[config.mk]
export PLATFORM = sky130hd
export DESIGN_NAME = reload_timer
export DESIGN_NICKNAME = d
export VERILOG_FILES = /design/src/rtl/timer_pkg.sv /design/src/rtl/timer_prescaler.sv /design/src/rtl/timer_channel.sv /design/src/rtl/reload_timer.sv
export SDC_FILE = /design/constraint.sdc
export NUM_CORES = 1
export LEC_CHECK = 0
export BUFFER_PORTS_ARGS = -buffer_cell sky130_fd_sc_hd__buf_2
export CAP_MARGIN = 30
export CORE_MARGIN = 10
export CORE_UTILIZATION = 50
export CTS_CLUSTER_DIAMETER = 150
export DETAILED_ROUTE_END_ITERATION = 10
export PLACE_DENSITY = 0.67
export SYNTH_ARGS = -nofsm -noshare
export SYNTH_HDL_FRONTEND = slang
export SYNTH_SLANG_ARGS = --single-unit
[constraint.sdc]
create_clock -name clk -period 3.43 [get_ports clk]
set_input_delay 0.1715 -clock clk [delete_from_list [all_inputs] [get_ports clk]]
set_output_delay 0.1715 -clock clk [all_outputs]
set_load 0.02 [all_outputs]
[src/rtl/timer_pkg.sv]
package timer_pkg;
  localparam int CTRL_W   = 16;
  localparam int SEL_W    = 3;
  localparam int IE_BIT   = 5;
  localparam int FLAG_BIT = 8;
  localparam int PS_W     = 8;

  // Terminal value of the prescale counter for a select code.
  function automatic logic [PS_W-1:0] ps_limit(input logic [SEL_W-1:0] sel);
    logic [PS_W-1:0] lim;
    if (sel[2]) lim = 8'd255;
    else begin
      case (sel[1:0])
        2'd0:    lim = 8'd3;
        2'd1:    lim = 8'd15;
        2'd2:    lim = 8'd63;
        default: lim = 8'd255;
      endcase
    end
    return lim;
  endfunction
endpackage

[src/rtl/timer_prescaler.sv]
module timer_prescaler
  import timer_pkg::*;
(
  input  logic             clk,
  input  logic             rst,
  input  logic             run,
  input  logic [SEL_W-1:0] sel,
  output logic             tick
);
  logic [PS_W-1:0] pcnt_q;

  assign tick = run && (pcnt_q == ps_limit(sel));

  always_ff @(posedge clk) begin
    if (rst || !run) pcnt_q <= '0;
    else if (tick)   pcnt_q <= '0;
    else             pcnt_q <= pcnt_q + 1'b1;
  end
endmodule

[src/rtl/timer_channel.sv]
module timer_channel
  import timer_pkg::*;
#(
  parameter int CNT_W = 32,
  localparam int BE_W = CNT_W / 8
) (
  input  logic              clk,
  input  logic              rst,
  input  logic              run,
  input  logic              wr_const,
  input  logic              wr_cnt,
  input  logic              wr_ctrl,
  input  logic [BE_W-1:0]   be,
  input  logic [CNT_W-1:0]  wdata,
  output logic [CNT_W-1:0]  const_o,
  output logic [CNT_W-1:0]  cnt_o,
  output logic [CTRL_W-1:0] ctrl_o,
  output logic              flag_o,
  output logic              ie_o,
  output logic              irq_o
);
  logic [CNT_W-1:0] const_q, cnt_q;
  logic [SEL_W-1:0] sel_q;
  logic             ie_q, flag_q, ie_d, flag_d, tick, under;

  timer_prescaler u_ps (.clk(clk), .rst(rst), .run(run), .sel(sel_q), .tick(tick));

  function automatic logic [CNT_W-1:0] lanes(input logic [CNT_W-1:0] old_v,
                                             input logic [CNT_W-1:0] new_v,
                                             input logic [BE_W-1:0]  en);
    logic [CNT_W-1:0] r;
    r = old_v;
    for (int b = 0; b < BE_W; b++)
      if (en[b]) r[b*8 +: 8] = new_v[b*8 +: 8];
    return r;
  endfunction

  // A count write on the same edge cancels the step (and its underflow).
  assign under = tick && (cnt_q == '0) && !wr_cnt;

  always_comb begin
    ie_d = ie_q;
    if (wr_ctrl && be[0]) ie_d = wdata[IE_BIT];
    flag_d = flag_q;
    if (wr_ctrl && be[1] && !wdata[FLAG_BIT]) flag_d = 1'b0;
    if (under) flag_d = 1'b1;   // hardware set wins over clear
  end

  always_ff @(posedge clk) begin
    if (rst) begin
      const_q <= '1;
      cnt_q   <= '1;
      sel_q   <= '0;
      ie_q    <= 1'b0;
      flag_q  <= 1'b0;
      irq_o   <= 1'b0;
    end else begin
      if (wr_const) const_q <= lanes(const_q, wdata, be);
      if (wr_cnt)        cnt_q <= lanes(cnt_q, wdata, be);
      else if (under)    cnt_q <= const_q;
      else if (tick)     cnt_q <= cnt_q - 1'b1;
      if (wr_ctrl && be[0]) sel_q <= wdata[SEL_W-1:0];
      ie_q   <= ie_d;
      flag_q <= flag_d;
      irq_o  <= ie_d && flag_d;
    end
  end

  always_comb begin
    ctrl_o = '0;
    ctrl_o[SEL_W-1:0] = sel_q;
    ctrl_o[IE_BIT]    = ie_q;
    ctrl_o[FLAG_BIT]  = flag_q;
  end

  assign const_o = const_q;
  assign cnt_o   = cnt_q;
  assign flag_o  = flag_q;
  assign ie_o    = ie_q;
endmodule

[src/rtl/reload_timer.sv]
module reload_timer
  import timer_pkg::*;
#(
  parameter int NUM_CH  = 3,
  parameter int CNT_W   = 32,
  parameter int DATA_W  = 32,
  parameter int START_W = 8,
  parameter int ADDR_W  = 8,
  localparam int BE_W   = DATA_W / 8,
  localparam int WORD_W = ADDR_W - 2
) (
  input  logic              clk,
  input  logic              rst,
  input  logic [ADDR_W-1:0] addr,
  input  logic              we,
  input  logic [BE_W-1:0]   be,
  input  logic [DATA_W-1:0] wdata,
  output logic [DATA_W-1:0] rdata,
  output logic [NUM_CH-1:0] irq
);
  logic [START_W-1:0] start_q;
  logic [WORD_W-1:0]  waddr;
  logic               aligned;
  logic [NUM_CH-1:0]  wr_const_v, wr_cnt_v, wr_ctrl_v, clr_v, flag_v, ie_v, run_v;
  logic [NUM_CH-1:0][CNT_W-1:0]  const_v, cnt_v;
  logic [NUM_CH-1:0][CTRL_W-1:0] ctrl_v;
  logic [DATA_W-1:0]  rd_next;

  assign waddr   = addr[ADDR_W-1:2];
  assign aligned = (addr[1:0] == 2'b00);
  assign run_v   = start_q[NUM_CH-1:0];

  always_ff @(posedge clk) begin
    if (rst) start_q <= '0;
    else if (we && aligned && be[0] && waddr == '0) start_q <= wdata[START_W-1:0];
  end

  for (genvar c = 0; c < NUM_CH; c++) begin : g_ch
    localparam int BASE = 1 + 3 * c;
    assign wr_const_v[c] = we && aligned && (waddr == WORD_W'(BASE));
    assign wr_cnt_v[c]   = we && aligned && (waddr == WORD_W'(BASE + 1));
    assign wr_ctrl_v[c]  = we && aligned && (waddr == WORD_W'(BASE + 2));
    assign clr_v[c]      = wr_ctrl_v[c] && be[1] && !wdata[FLAG_BIT];

    timer_channel #(.CNT_W(CNT_W)) u_ch (
      .clk(clk), .rst(rst), .run(run_v[c]),
      .wr_const(wr_const_v[c]), .wr_cnt(wr_cnt_v[c]), .wr_ctrl(wr_ctrl_v[c]),
      .be(be), .wdata(wdata[CNT_W-1:0]),
      .const_o(const_v[c]), .cnt_o(cnt_v[c]), .ctrl_o(ctrl_v[c]),
      .flag_o(flag_v[c]), .ie_o(ie_v[c]), .irq_o(irq[c])
    );
  end

  always_comb begin
    rd_next = '0;
    if (aligned) begin
      if (waddr == '0) rd_next[START_W-1:0] = start_q;
      for (int c = 0; c < NUM_CH; c++) begin
        if (waddr == WORD_W'(1 + 3 * c)) rd_next[CNT_W-1:0]  = const_v[c];
        if (waddr == WORD_W'(2 + 3 * c)) rd_next[CNT_W-1:0]  = cnt_v[c];
        if (waddr == WORD_W'(3 + 3 * c)) rd_next[CTRL_W-1:0] = ctrl_v[c];
      end
    end
  end

  always_ff @(posedge clk) begin
    if (rst) rdata <= '0;
    else     rdata <= rd_next;
  end
endmodule

Yosys cells after proc, flatten, opt, wreduce, memory -nomap -nowiden
Index checks and enable logic that the tools add are counted.
Storage, ports and cells
  register bits after elaboration: 274
  logic and storage cells: 200
  output and inout bits: 35
  input port bits: 47
Cells by class
  equal/unequal tests: 30
  bitwise logic cells: 1
  reduce and logical (&&, ||, !) cells: 83
  muxes and demuxes: 38
  add/sub/neg operators: 6
Operators with widths (number)
  two-way mux 32 bit: 15
  logical NOT 32 bit: 3
  subtractor 32 x 1 -> 32 bit (second input constant): 3
  case mux 8 bit (3 select lines): 3
  two-way mux 8 bit: 8
  AND reduction 2 bit: 24
  logical AND 1 bit: 33
  two-way mux 16 bit: 2
  adder 8 x 1 -> 8 bit (second input constant): 3
  equality test 6 x 3 -> 1 bit (second input constant): 4
  equality test 8 bit: 3
  inequality test 2 bit (second input constant): 12
  equality test 6 x 2 -> 1 bit (second input constant): 2
  equality test 6 x 4 -> 1 bit (second input constant): 2
  two-way mux 1 bit: 9
  two-way mux 9 bit: 1
  nonzero test 3 bit: 3
  logical NOT 2 bit: 4
  OR reduction 2 bit: 4
  logical NOT 1 bit: 7
  equality test 2 x 1 -> 1 bit (second input constant): 3
  equality test 2 bit (second input constant): 3
  equality test 6 x 1 -> 1 bit (second input constant): 1
  logical NOT 6 bit: 1
  3 further kinds: 5

Longest topological paths before layout
  depth after elaboration: 11
  gate-level depth with buffers: 10

Hierarchy
A second synthesis with hierarchy kept.
Second synthesis, totals
  cells, all modules: 1903
  area, all modules: 15866.5 µm²
By module, submodules not included
  timer_channel: sequential area each 1401.3 µm², instances 3, area each 3811.2 µm², cells an instance 458
  reload_timer: sequential area each 800.8 µm², instances 1, area each 3213.1 µm², cells an instance 396
  timer_prescaler (g_ch[0].u_ch.u_ps ...): sequential area each 160.2 µm², instances 2, area each 404.1 µm², cells an instance 45
  timer_prescaler (g_ch[2].u_ch.u_ps): sequential area each 160.2 µm², instances 1, area each 411.6 µm², cells an instance 43

Worst setup path before layout
Ideal clock, no wire load.
  path kind: register to register
  start: register g_ch[1].u_ch.cnt_q[18]
  end: register g_ch[1].u_ch.cnt_q[5]
  buffers on the path: 4
  data required time: 3372 ps
  setup slack: 389 ps
  setup time: 58 ps
  stages on the path, launching flop included: 11
  data arrival time: 2982 ps
  period minus slack after synthesis: 3041 ps
  cell sequence: dfxtp_1 > or4_4 > or4_1 > buf_2 > or4_1 > clkbuf_1 > or2_1 > buf_6 > buf_6 > a311oi_1 > a211o_1
On the way
  longest elaborated chain between the ends: 5
  elaborated cells on any way between the ends: 7
  classes of those cells: mux: 2; reduce/logical: 5
RTL lines
  from (decl): RTL line timer_channel.sv:22  | logic [CNT_W-1:0] const_q, cnt_q;
  from (signal assigned): RTL line timer_channel.sv:59  | if (wr_cnt) cnt_q <= lanes(cnt_q, wdata, be);
  from (signal assigned): RTL line timer_channel.sv:60  | else if (under) cnt_q <= const_q;
  from (signal assigned): RTL line timer_channel.sv:61  | else if (tick) cnt_q <= cnt_q - 1'b1;
  logical NOT 32 bit (*): RTL line timer_channel.sv:39  | assign under = tick && (cnt_q == '0) && !wr_cnt;
  logical AND 1 bit (*) (2 in series): RTL line timer_channel.sv:39
  nonzero test 3 bit (no line) or two-way mux 32 bit (tied branches)
  AND reduction 2 bit (no line) or two-way mux 32 bit (tied branches)
Mark *: on every way between the ends. The rest lies on a longest branch, timed or not.
A chain may end at the register's enable or synchronous reset.

Worst setup path in the final report
  start: register g_ch[1].u_ch.cnt_q[13]
  end: register g_ch[1].u_ch.cnt_q[5]
Same word-level chain as after synthesis.

==> run summary <==
outcome - complete, no violations
Die W - 193 µm
#FFs+latches synth - 274
DRT iter0 DRCs - 1743
Synthesized Nets - 1962
area of the multi-input gates - 8830 µm²
diode count - 0
Crit path buffers/inverters - 1
CP Cell Sequence - or4_1 > or4_1 > or4_1 > or2_1 > buf_4 > a311oi_1 > a211o_1
worst slack at placement - 291 ps
Mapped Cells - 1906
root buf cell - clkbuf_16
H-Tree Depth - 1
CTS Sinks - 274
delay-heaviest family, CP - simple AND/OR/NAND/NOR gates
Max Root-Sink Buffers - 3
total power - 0.00718 W
CTS buffer count - 31
Tot GR Track Use - 29.7%
Synth-to-Final Area Change - 15.3%
IO buf count - 81
DRC - 0
max cap viols - 0
syn_area_per_cell - 7.81 µm²
core area - 29500 µm²
Max VDD drop - 0.355 mV
crit path DAT - 3720 ps
Worst-path clk slew - 60 ps
first-pass GRT wire length - 86500 µm
Area contributors post-synth - dfxtp_1 (37%), nand2_1 (7.9%), mux2i_1 (5.1%), a21oi_1 (4.5%), nand3_1 (4.2%)
Rows - 63
routed vias - 15600
kind of critical path - flip-flop to flip-flop
Final period util - 93.4%
First-pass DRT Iterations - 9
grt total ovfl - 0
most common cell in the netlist - nand2_1
Max stage delay cell, worst path - or4_1
Lkg Pwr - 6.50 nW
hpwl dp - 40200 µm
Top FF cell, synth - dfxtp_1
number of global-route vias before repair - 14700
largest area contributor in the netlist - dfxtp_1
# IOs - 82
TNS Setup - 0 ps
Distinct cells, synth - 69
Worst slew margin - 33.2%
Chip Height - 193 µm
Slew Limit Fails - 0
sequential fraction of the synthesis area - 36.8%
Final WS setup - 227 ps
Fin. Hold Viols - 0
Worst Path Required - 3950 ps
share of the synthesized area in the top cell type - 36.8%
Crit Path Max Fanout - 32
pin count of the biggest net entering global routing - 89
Fillers - 2743
initial antenna violation count - 0
layout cell share with drive strength beyond 1 - 11.5%
Ys Warns - 0
Slew @ Worst Pin - 987 ps
Reg area - 5490 µm²
commonest cells in the netlist - nand2_1 (314), dfxtp_1 (274), nor2_1 (147)
Initial Utilization - 50.5%
pwr dens - 418 nW/µm²
GP Congestion - 1.01
Avg WL per Cell - 23.8 µm
RSZ-0062 raised after global routing - no
Clock Latency Late Sink - 570 ps
Setup violations, final - 0
Routed Antenna Nets - 0
Clock Skews - 11.7 ps
CP peak stage delay - 630 ps
ys async rst share - 0%
Post-synth EDFFs - 0
Setup Fix Bufs, Post-CTS - 0
Post-Route WL - 56800 µm
# nets final - 2030
Top cell by count, worst path - or4_1
TritonCTS clock tree - built
Tightest Hold Check Type - input pin to flip-flop
Die Footprint - 37100 µm²
Worst Setup End Kind - flip-flop
synthesized area - 14900 µm²
crit start category - flip-flop
fin crit period - 3200 ps
Vias/cell - 6.53
Peak Freq - 312 MHz
final cells by class:
type / count / share of cell area [%]
Clock buffer: 41 / 5.03
Clock inverter: 13 / 1.27
Inverter: 14 / 0.313
Multi-Input combinational cell: 1478 / 51.4
Sequential cell: 274 / 32.0
Tap cell: 390 / 2.84
Timing Repair Buffer: 175 / 7.19
cells in the final DEF, fill, tap and decap left out, types with 27 or more instances in the layout:
| master | n |
|---|---|
| a211oi_1 | 35 |
| a21oi_1 | 133 |
| buf_2 | 81 |
| buf_4 | 61 |
| clkbuf_16 | 31 |
| dfxtp_1 | 274 |
| dlygate4sd3_1 | 29 |
| mux2i_1 | 76 |
| nand2_1 | 314 |
| nand3_1 | 126 |
| nor2_1 | 146 |
| nor3_1 | 50 |
| nor4_1 | 46 |
| o21ai_0 | 98 |
| xnor2_1 | 27 |
| xor2_1 | 64 |
tightest hold or removal path, stage by stage:
cell and delay [ps]:
buf_2 200, nand2_1 90, nand3_1 60
final timing paths:
| check | endpoint | from | depth (start not counted) | slack, ps |
|---|---|---|---|---|
| setup / recovery | g_ch[1].u_ch.cnt_o[5]$_SDFFE_PP1P_ | g_ch[1].u_ch.cnt_o[13]$_SDFFE_PP1P_ | 7 | 230 |
| hold / removal | g_ch[0].u_ch.const_o[0]$_SDFFE_PP1P_ | wdata[0] | 3 | 20 |
| setup reg to reg | g_ch[1].u_ch.cnt_o[5]$_SDFFE_PP1P_ | g_ch[1].u_ch.cnt_o[13]$_SDFFE_PP1P_ | 7 | 230 |
| hold reg to reg | start_q[5]$_SDFFE_PP0P_ | start_q[5]$_SDFFE_PP0P_ | 2 | 450 |
layer usage:
metal  share of wire (%)  vias to the layer above  global-route usage (%)
met2                  46                      855                    48.2
met1                  40                     7369                    37.4
met5                   0                        -                       0
met3                 8.2                      189                    3.79
met4                 6.5                        0                    16.9
li1                    -                     7151                       -
per-stage QoR:
| stage | util (%) | instance area, µm² | cells | hold WS [ps] |
|---|---|---|---|---|
| after detailed placement | 53.6 | 15800 | 2302 | 440 |
| final | 58.2 | 17200 | 2385 | 15.3 |
| after floorplan | - | 14900 | 1906 | 295 |
| after CTS | 58.2 | 17200 | 2385 | 2.33 |
| after global routing | 58.2 | 17200 | 2385 | 14.7 |
| after global placement | 53.6 | 15800 | 2301 | 436 |
what timing repair did:
action,in CTS,in global routing
hold buffers,29,0
gates resized for setup,0,0
hold endpoints to repair,79,0
registers in the layout (all words and copies together) (netlist names):
name	cells
rdata	32
g_ch.u_ch.cnt_o	96
g_ch.u_ch.ie_o	3
start_q	8
g_ch.u_ch.sel_q	9
g_ch.u_ch.u_ps.pcnt_q	24
g_ch.u_ch.irq_o	3
g_ch.u_ch.const_o	96
g_ch.u_ch.flag_o	3
report_power, final:
group	switching, W	internal (W)	leakage (nW)
registers	0.00000422	0.00319	2.22
clock network	0.00139	0.00220	0.532
logic	0.000282	0.000116	3.75
total	0.00167	0.00550	6.50
cell families (layout without fill, tap and decap cells):
kind of cell    after synthesis  in the layout  share of synthesized area (%)
flops                       274            274                           36.8
mux                          88             88                           6.17
compound gates              477            477                           21.0
fa+ha+maj                     9              9                          0.757
buf+inv                     154            243                           4.14
simple gates                813            813                           25.7
xor+xnor                     91             91                           5.35
Note: power is estimated with default switching activity, not from simulation.
